==> config.mk <==
export PLATFORM = sky130hd
export DESIGN_NAME = spi_clkdiv
export DESIGN_NICKNAME = d
export VERILOG_FILES = /design/src/rtl/spi_clkdiv_pkg.sv /design/src/rtl/spi_clkdiv_ratio.sv /design/src/rtl/spi_clkdiv_count.sv /design/src/rtl/spi_clkdiv_shape.sv /design/src/rtl/spi_clkdiv.sv
export SDC_FILE = /design/constraint.sdc
export NUM_CORES = 1
export LEC_CHECK = 0
export ABC_CLOCK_PERIOD_IN_PS = 4800
export BUFFER_PORTS_ARGS = -buffer_cell sky130_fd_sc_hd__buf_4
export CAP_MARGIN = 0
export CORE_MARGIN = 3
export CORE_UTILIZATION = 40
export CTS_BUF_LIST = sky130_fd_sc_hd__clkbuf_2
export DETAILED_ROUTE_END_ITERATION = 10
export GPL_TIMING_DRIVEN = 0
export SKIP_LAST_GASP = 1
export SLEW_MARGIN = 10
export SYNTH_ARGS = -nofsm -noshare
export SYNTH_HDL_FRONTEND = slang
export SYNTH_HIERARCHICAL = 1
export SYNTH_SLANG_ARGS = --single-unit
==> constraint.sdc <==
create_clock -name clk -period 4.8 [get_ports clk]
set_clock_uncertainty 0.15 [all_clocks]
set_input_delay 0.48 -clock clk [delete_from_list [all_inputs] [get_ports clk]]
set_output_delay 0.48 -clock clk [all_outputs]
set_load 0.02 [all_outputs]
==> src/rtl/spi_clkdiv_pkg.sv <==
package spi_clkdiv_pkg;
  typedef enum logic {
    DIV_POW2 = 1'b0,
    DIV_FINE = 1'b1
  } div_mode_e;

  function automatic int unsigned max_u(input int unsigned a, input int unsigned b);
    return (a > b) ? a : b;
  endfunction
endpackage

==> src/rtl/spi_clkdiv_ratio.sv <==
module spi_clkdiv_ratio
  import spi_clkdiv_pkg::*;
#(
  parameter int CODE_W  = 4,
  parameter int EXT_W   = 8,
  parameter int RATIO_W = 16
) (
  input  logic               mode_bit,
  input  logic [CODE_W-1:0]  code,
  input  logic [EXT_W-1:0]   ext,
  output logic [RATIO_W-1:0] ratio
);
  localparam int CAT_W = CODE_W + EXT_W;

  div_mode_e          mode;
  logic [CAT_W-1:0]   cat;
  logic [RATIO_W-1:0] pow_ratio;
  logic [RATIO_W-1:0] fine_ratio;

  always_comb begin
    mode       = div_mode_e'(mode_bit);
    cat        = {ext, code};
    pow_ratio  = RATIO_W'(1) << code;
    fine_ratio = RATIO_W'(cat) + RATIO_W'(1);
    ratio      = (mode == DIV_FINE) ? fine_ratio : pow_ratio;
  end
endmodule

==> src/rtl/spi_clkdiv_count.sv <==
module spi_clkdiv_count #(
  parameter int RATIO_W = 16
) (
  input  logic               clk,
  input  logic               rst,
  input  logic               run_en,
  input  logic [RATIO_W-1:0] ratio_in,
  output logic [RATIO_W-1:0] ratio_q,
  output logic               run_q,
  output logic               pos_act,
  output logic               lead_q,
  output logic               trail_q
);
  logic [RATIO_W-1:0] cnt;
  logic [RATIO_W-1:0] half;
  logic               wrap;

  always_comb begin
    half = ratio_q >> 1;
    wrap = (cnt == ratio_q - RATIO_W'(1));
  end

  always_ff @(posedge clk) begin
    if (rst) begin
      ratio_q <= RATIO_W'(1);
      cnt     <= '0;
      run_q   <= 1'b0;
      pos_act <= 1'b0;
      lead_q  <= 1'b0;
      trail_q <= 1'b0;
    end else if (!run_en) begin
      ratio_q <= ratio_in;
      cnt     <= '0;
      run_q   <= 1'b0;
      pos_act <= 1'b0;
      lead_q  <= 1'b0;
      trail_q <= 1'b0;
    end else begin
      run_q   <= 1'b1;
      pos_act <= (cnt < half);
      lead_q  <= (cnt == '0);
      trail_q <= (cnt == half);
      cnt     <= wrap ? '0 : cnt + RATIO_W'(1);
    end
  end
endmodule

==> src/rtl/spi_clkdiv_shape.sv <==
module spi_clkdiv_shape #(
  parameter int RATIO_W = 16
) (
  input  logic               clk,
  input  logic               rst,
  input  logic [RATIO_W-1:0] ratio_q,
  input  logic               run_q,
  input  logic               pos_act,
  input  logic               cpol,
  output logic               sclk
);
  logic neg_act;
  logic is_one;
  logic is_odd;
  logic act;

  always_ff @(negedge clk) begin
    if (rst) neg_act <= 1'b0;
    else     neg_act <= pos_act;
  end

  always_comb begin
    is_one = (ratio_q == RATIO_W'(1));
    is_odd = ratio_q[0];
    if (is_one)      act = clk & run_q;
    else if (is_odd) act = pos_act | (neg_act & run_q);
    else             act = pos_act;
    sclk = cpol ^ act;
  end
endmodule

==> src/rtl/spi_clkdiv.sv <==
module spi_clkdiv
  import spi_clkdiv_pkg::*;
#(
  parameter int CODE_W = 4,
  parameter int EXT_W  = 8
) (
  input  logic              clk,
  input  logic              rst,
  input  logic              run_en,
  input  logic              cpol,
  input  logic              fine_sel,
  input  logic [CODE_W-1:0] div_code,
  input  logic [EXT_W-1:0]  div_ext,
  output logic              sclk,
  output logic              lead_tick,
  output logic              trail_tick
);
  localparam int POW_W   = 1 << CODE_W;
  localparam int FINE_W  = CODE_W + EXT_W + 1;
  localparam int RATIO_W = int'(max_u(POW_W, FINE_W));

  logic [RATIO_W-1:0] ratio_d;
  logic [RATIO_W-1:0] ratio_q;
  logic               run_q;
  logic               pos_act;

  spi_clkdiv_ratio #(.CODE_W(CODE_W), .EXT_W(EXT_W), .RATIO_W(RATIO_W)) ratio_i (
    .mode_bit (fine_sel),
    .code     (div_code),
    .ext      (div_ext),
    .ratio    (ratio_d)
  );

  spi_clkdiv_count #(.RATIO_W(RATIO_W)) count_i (
    .clk      (clk),
    .rst      (rst),
    .run_en   (run_en),
    .ratio_in (ratio_d),
    .ratio_q  (ratio_q),
    .run_q    (run_q),
    .pos_act  (pos_act),
    .lead_q   (lead_tick),
    .trail_q  (trail_tick)
  );

  spi_clkdiv_shape #(.RATIO_W(RATIO_W)) shape_i (
    .clk     (clk),
    .rst     (rst),
    .ratio_q (ratio_q),
    .run_q   (run_q),
    .pos_act (pos_act),
    .cpol    (cpol),
    .sclk    (sclk)
  );
endmodule

==> metrics.csv <==
stage,metric,value,unit
power,pwr/cell area,207,nW/um^2
setup_path,startpoint types,register,
die,Die ar.,8540,um^2
finish,NumNets Final,436,
setup_path,Worst path slowest cell,dfxtp_1,
synthesis,Mapped Area,2990,um^2
die,die width,92.4,um
placed_design,Setup WS pre-CTS,923,ps
die,row cnt,30,
setup_path,WP data required,4170,ps
power,Pint,0.458,mW
global_routing,vias in the first global route,2560,
timing,Slew headroom,53.9,%
cts,post_cts resized,0,
synthesis,Syn Nets,407,
synthesis,syn avg cell area,8.16,um^2
detailed_routing,DR pass1 iterations,4,
timing,setup_tns,0,ps
power,Logic pwr share,22.9,%
power,Leakage,1.39,nW
setup_path,Critical Path AT,3750,ps
detailed_routing,antenna violation net count after detailed routing,0,
power,clock share of power,28.4,%
detailed_routing,drt total wl,7380,um
die,Ports,20,
cts,clock transition at the registers of the reported paths,190,ps
die,floorplan die height,92.4,um
placed_design,dpl hpwl,5650,um
synthesis,Post-Synthesis Cells,366,
synthesis,main combinational cell family by area after synthesis,simple AND/OR/NAND/NOR gates,
synthesis,register bit count reported by yosys,37,
synthesis,Synth area leader,dfxtp_1,
detailed_routing,vias,2658,
finish,# diodes,0,
setup_path,critical path cell sequence,"and4_1, o21ai_0, nand4_1, buf_4",
cts,clk_lat worst skew,470,ps
power,worst vdd ir,0.0741,mV
setup_path,Crit Path Class,register to primary output,
finish,multi-input logic area,2070,um^2
detailed_routing,WL met2,3160,um
detailed_routing,met3 routed WL,255,um
die,Initial Util,42.5,%
global_routing,Total GRT Usage,17.8,%
synthesis,mux share of post-synthesis cell area,6.74,%
global_routing,grt ovf,0,
cts,Post-CTS Hold Fix Bufs,0,
finish,Fillers,732,
detailed_routing,metal1 wirelength,3900,um
flow_run,Max Cap Viol,0,
synthesis,ys async rst share,0,%
finish,Sequential Area,741,um^2
synthesis,Synth Area in Compound Gates,12.7,%
die,core area,7020,um^2
finish,Layout Area Growth over Synthesis,10.6,%
global_routing,initial antenna violation count,0,
timing,Slew @ Worst Pin,692,ps
synthesis,"count leader, synth",nor2_1,
placed_design,GP Congestion,0.943,
power,Psw,0.227,mW
synthesis,YS warnings,6,
synthesis,sequential share of the synthesized area,24.8,%
synthesis,"Distinct cells, synth",59,
global_routing,first-pass GRT wire length,12200,um
detailed_routing,Top Metal Used,met4,
cts,post-CTS setup buffer count,0,
synthesis,Post-Synth Adder-Cell Area,10.1,%
detailed_routing,detailed-route DRC error count,0,
synthesis,Post-synth top cells,"46 x nor2_1, 37 x dfxtp_1, 27 x nand2_1, 25 x inv_1, 24 x ha_1",
detailed_routing,wire length per cell,15.0,um
setup_path,Crit. End Element,primary output,
placed_design,Port Buffers,18,
worst_hold_path,Worst Hold Class,primary input to register,
timing,"Setup violations, final",0,
power,share of power burned in registers,48.7,%
timing,slack of the critical path,420,ps
detailed_routing,vias per cell,5.39,
power,sw frac,33.2,%
detailed_routing,DRT iter0 DRCs,162,
outcome,status,finished clean,
cts,CTS tree,yes,
synthesis,Synth Area in Simple Gates,29.4,%
setup_path,crit path max fanout,2,
global_routing,largest net degree at the start of global routing,12,
finish,layout cell share with drive strength beyond 1,11.1,%
setup_path,Crit path largest cell delay,310,ps
timing,fin. max-slew vios,0,
synthesis,post-synthesis xor/xnor area fraction,10.5,%
timing,"Hold Vio Cnt, Final",0,
synthesis,ranking of synthesized cells by area,"dfxtp_1 25%, ha_1 10%, mux2i_1 6.4%",
synthesis,Synth Flop Type,dfxtp_1,
timing,RSZ-0062 raised after global routing,false,
synthesis,"EDFF count, synth",0,
synthesis,top-area cell type share of the netlist area,24.8,%
[final timing paths]
kind,from,end,slack (ps),cells past startpoint
worst max-delay path,shape_i/neg_act,sclk,420,4
worst max register to register,count_i/pos_act,shape_i/neg_act,1670,1
worst min-delay path,div_ext[2],count_i/ratio_q[6],280,5
worst min register to register,count_i/cnt[0],count_i/cnt[0],390,1
[metrics by stage]
| step | std cells | power, mW | util (%) | instance area (um^2) | hold WS [ps] |
|---|---|---|---|---|---|
| after global placement | 480 | 0.504 | 46.2 | 3240 | 341 |
| after floorplan | 366 | 0.457 | - | 2990 | 302 |
| final | 493 | 0.686 | 47.1 | 3300 | 284 |
| after global routing | 493 | 0.729 | 47.1 | 3300 | 261 |
| after CTS | 493 | 0.689 | 47.1 | 3300 | 263 |
| after detailed placement | 480 | 0.507 | 46.2 | 3240 | 350 |
[metal layers]
layer / vias up / global-route usage (%)
met2: 62 / 25.8
met3: 6 / 2.92
met4: 0 / 7.18
met5: - / 0
li1: 1365 / -
met1: 1225 / 26.0
[cell usage in the layout, fill, tap and decap left out, drive strengths merged, types with 3 or more instances in the layout]
cell and instances:
nor2 46, nor4 7, xor2 12, and3 7, a211oi 3, nor3 7, nand4 11, clkbuf 23
nand3b 4, nand3 17, ha 24, mux2i 19, xnor2 21, a21oi 7, nor2b 10, a211o 4
o211ai 5, and4 6, a21o 4, buf 23, nor3b 5, o21ai 5, dfxtp 37, inv 27
nand2 27
[final cells by class]
cell class | count | share of cell area (%)
flip-flops and latches | 37 | 22.4
multi-input cells | 287 | 62.7
plain buffers | 17 | 2.39
well taps | 96 | 3.63
clock buffers | 12 | 1.89
clock inverters | 3 | 0.341
inverters | 24 | 2.73
repair buffers | 17 | 3.86
[power by group through the flow]
stage | sequential, mW | clock (mW) | combinational [mW]
3_5_place_dp | 0.340 | 0.0113 | 0.155
6_report | 0.334 | 0.194 | 0.157
4_1_cts | 0.334 | 0.199 | 0.156
5_1_grt | 0.336 | 0.218 | 0.175
3_3_place_gp | 0.340 | 0.0113 | 0.153
2_1_floorplan | 0.336 | 0.00870 | 0.112
[sequential cells by signal (all words and copies together) (netlist names)]
signal	cells
count_i/run_q	1
count_i/pos_act	1
count_i/lead_q	1
count_i/cnt	16
count_i/trail_q	1
count_i/ratio_q	16
shape_i/neg_act	1
[cell families after synthesis]
logic type               Yosys count
AO/OA/AOI/OAI                     48
flip-flops                        37
multiplexers                      20
XOR/XNOR                          34
buffers and inverters             42
AND/OR/NAND/NOR                  161
adder cells (fa/ha/maj)           24
[critical path: cells and delay by family (launching register included)]
family                 cells  cell delay [ps]
DFF                        1              310
AOI/OAI and AO/OA          1              140
and+or+nand+nor            2              250
buffers and inverters      1              170
(Power assumes the default switching activity.)
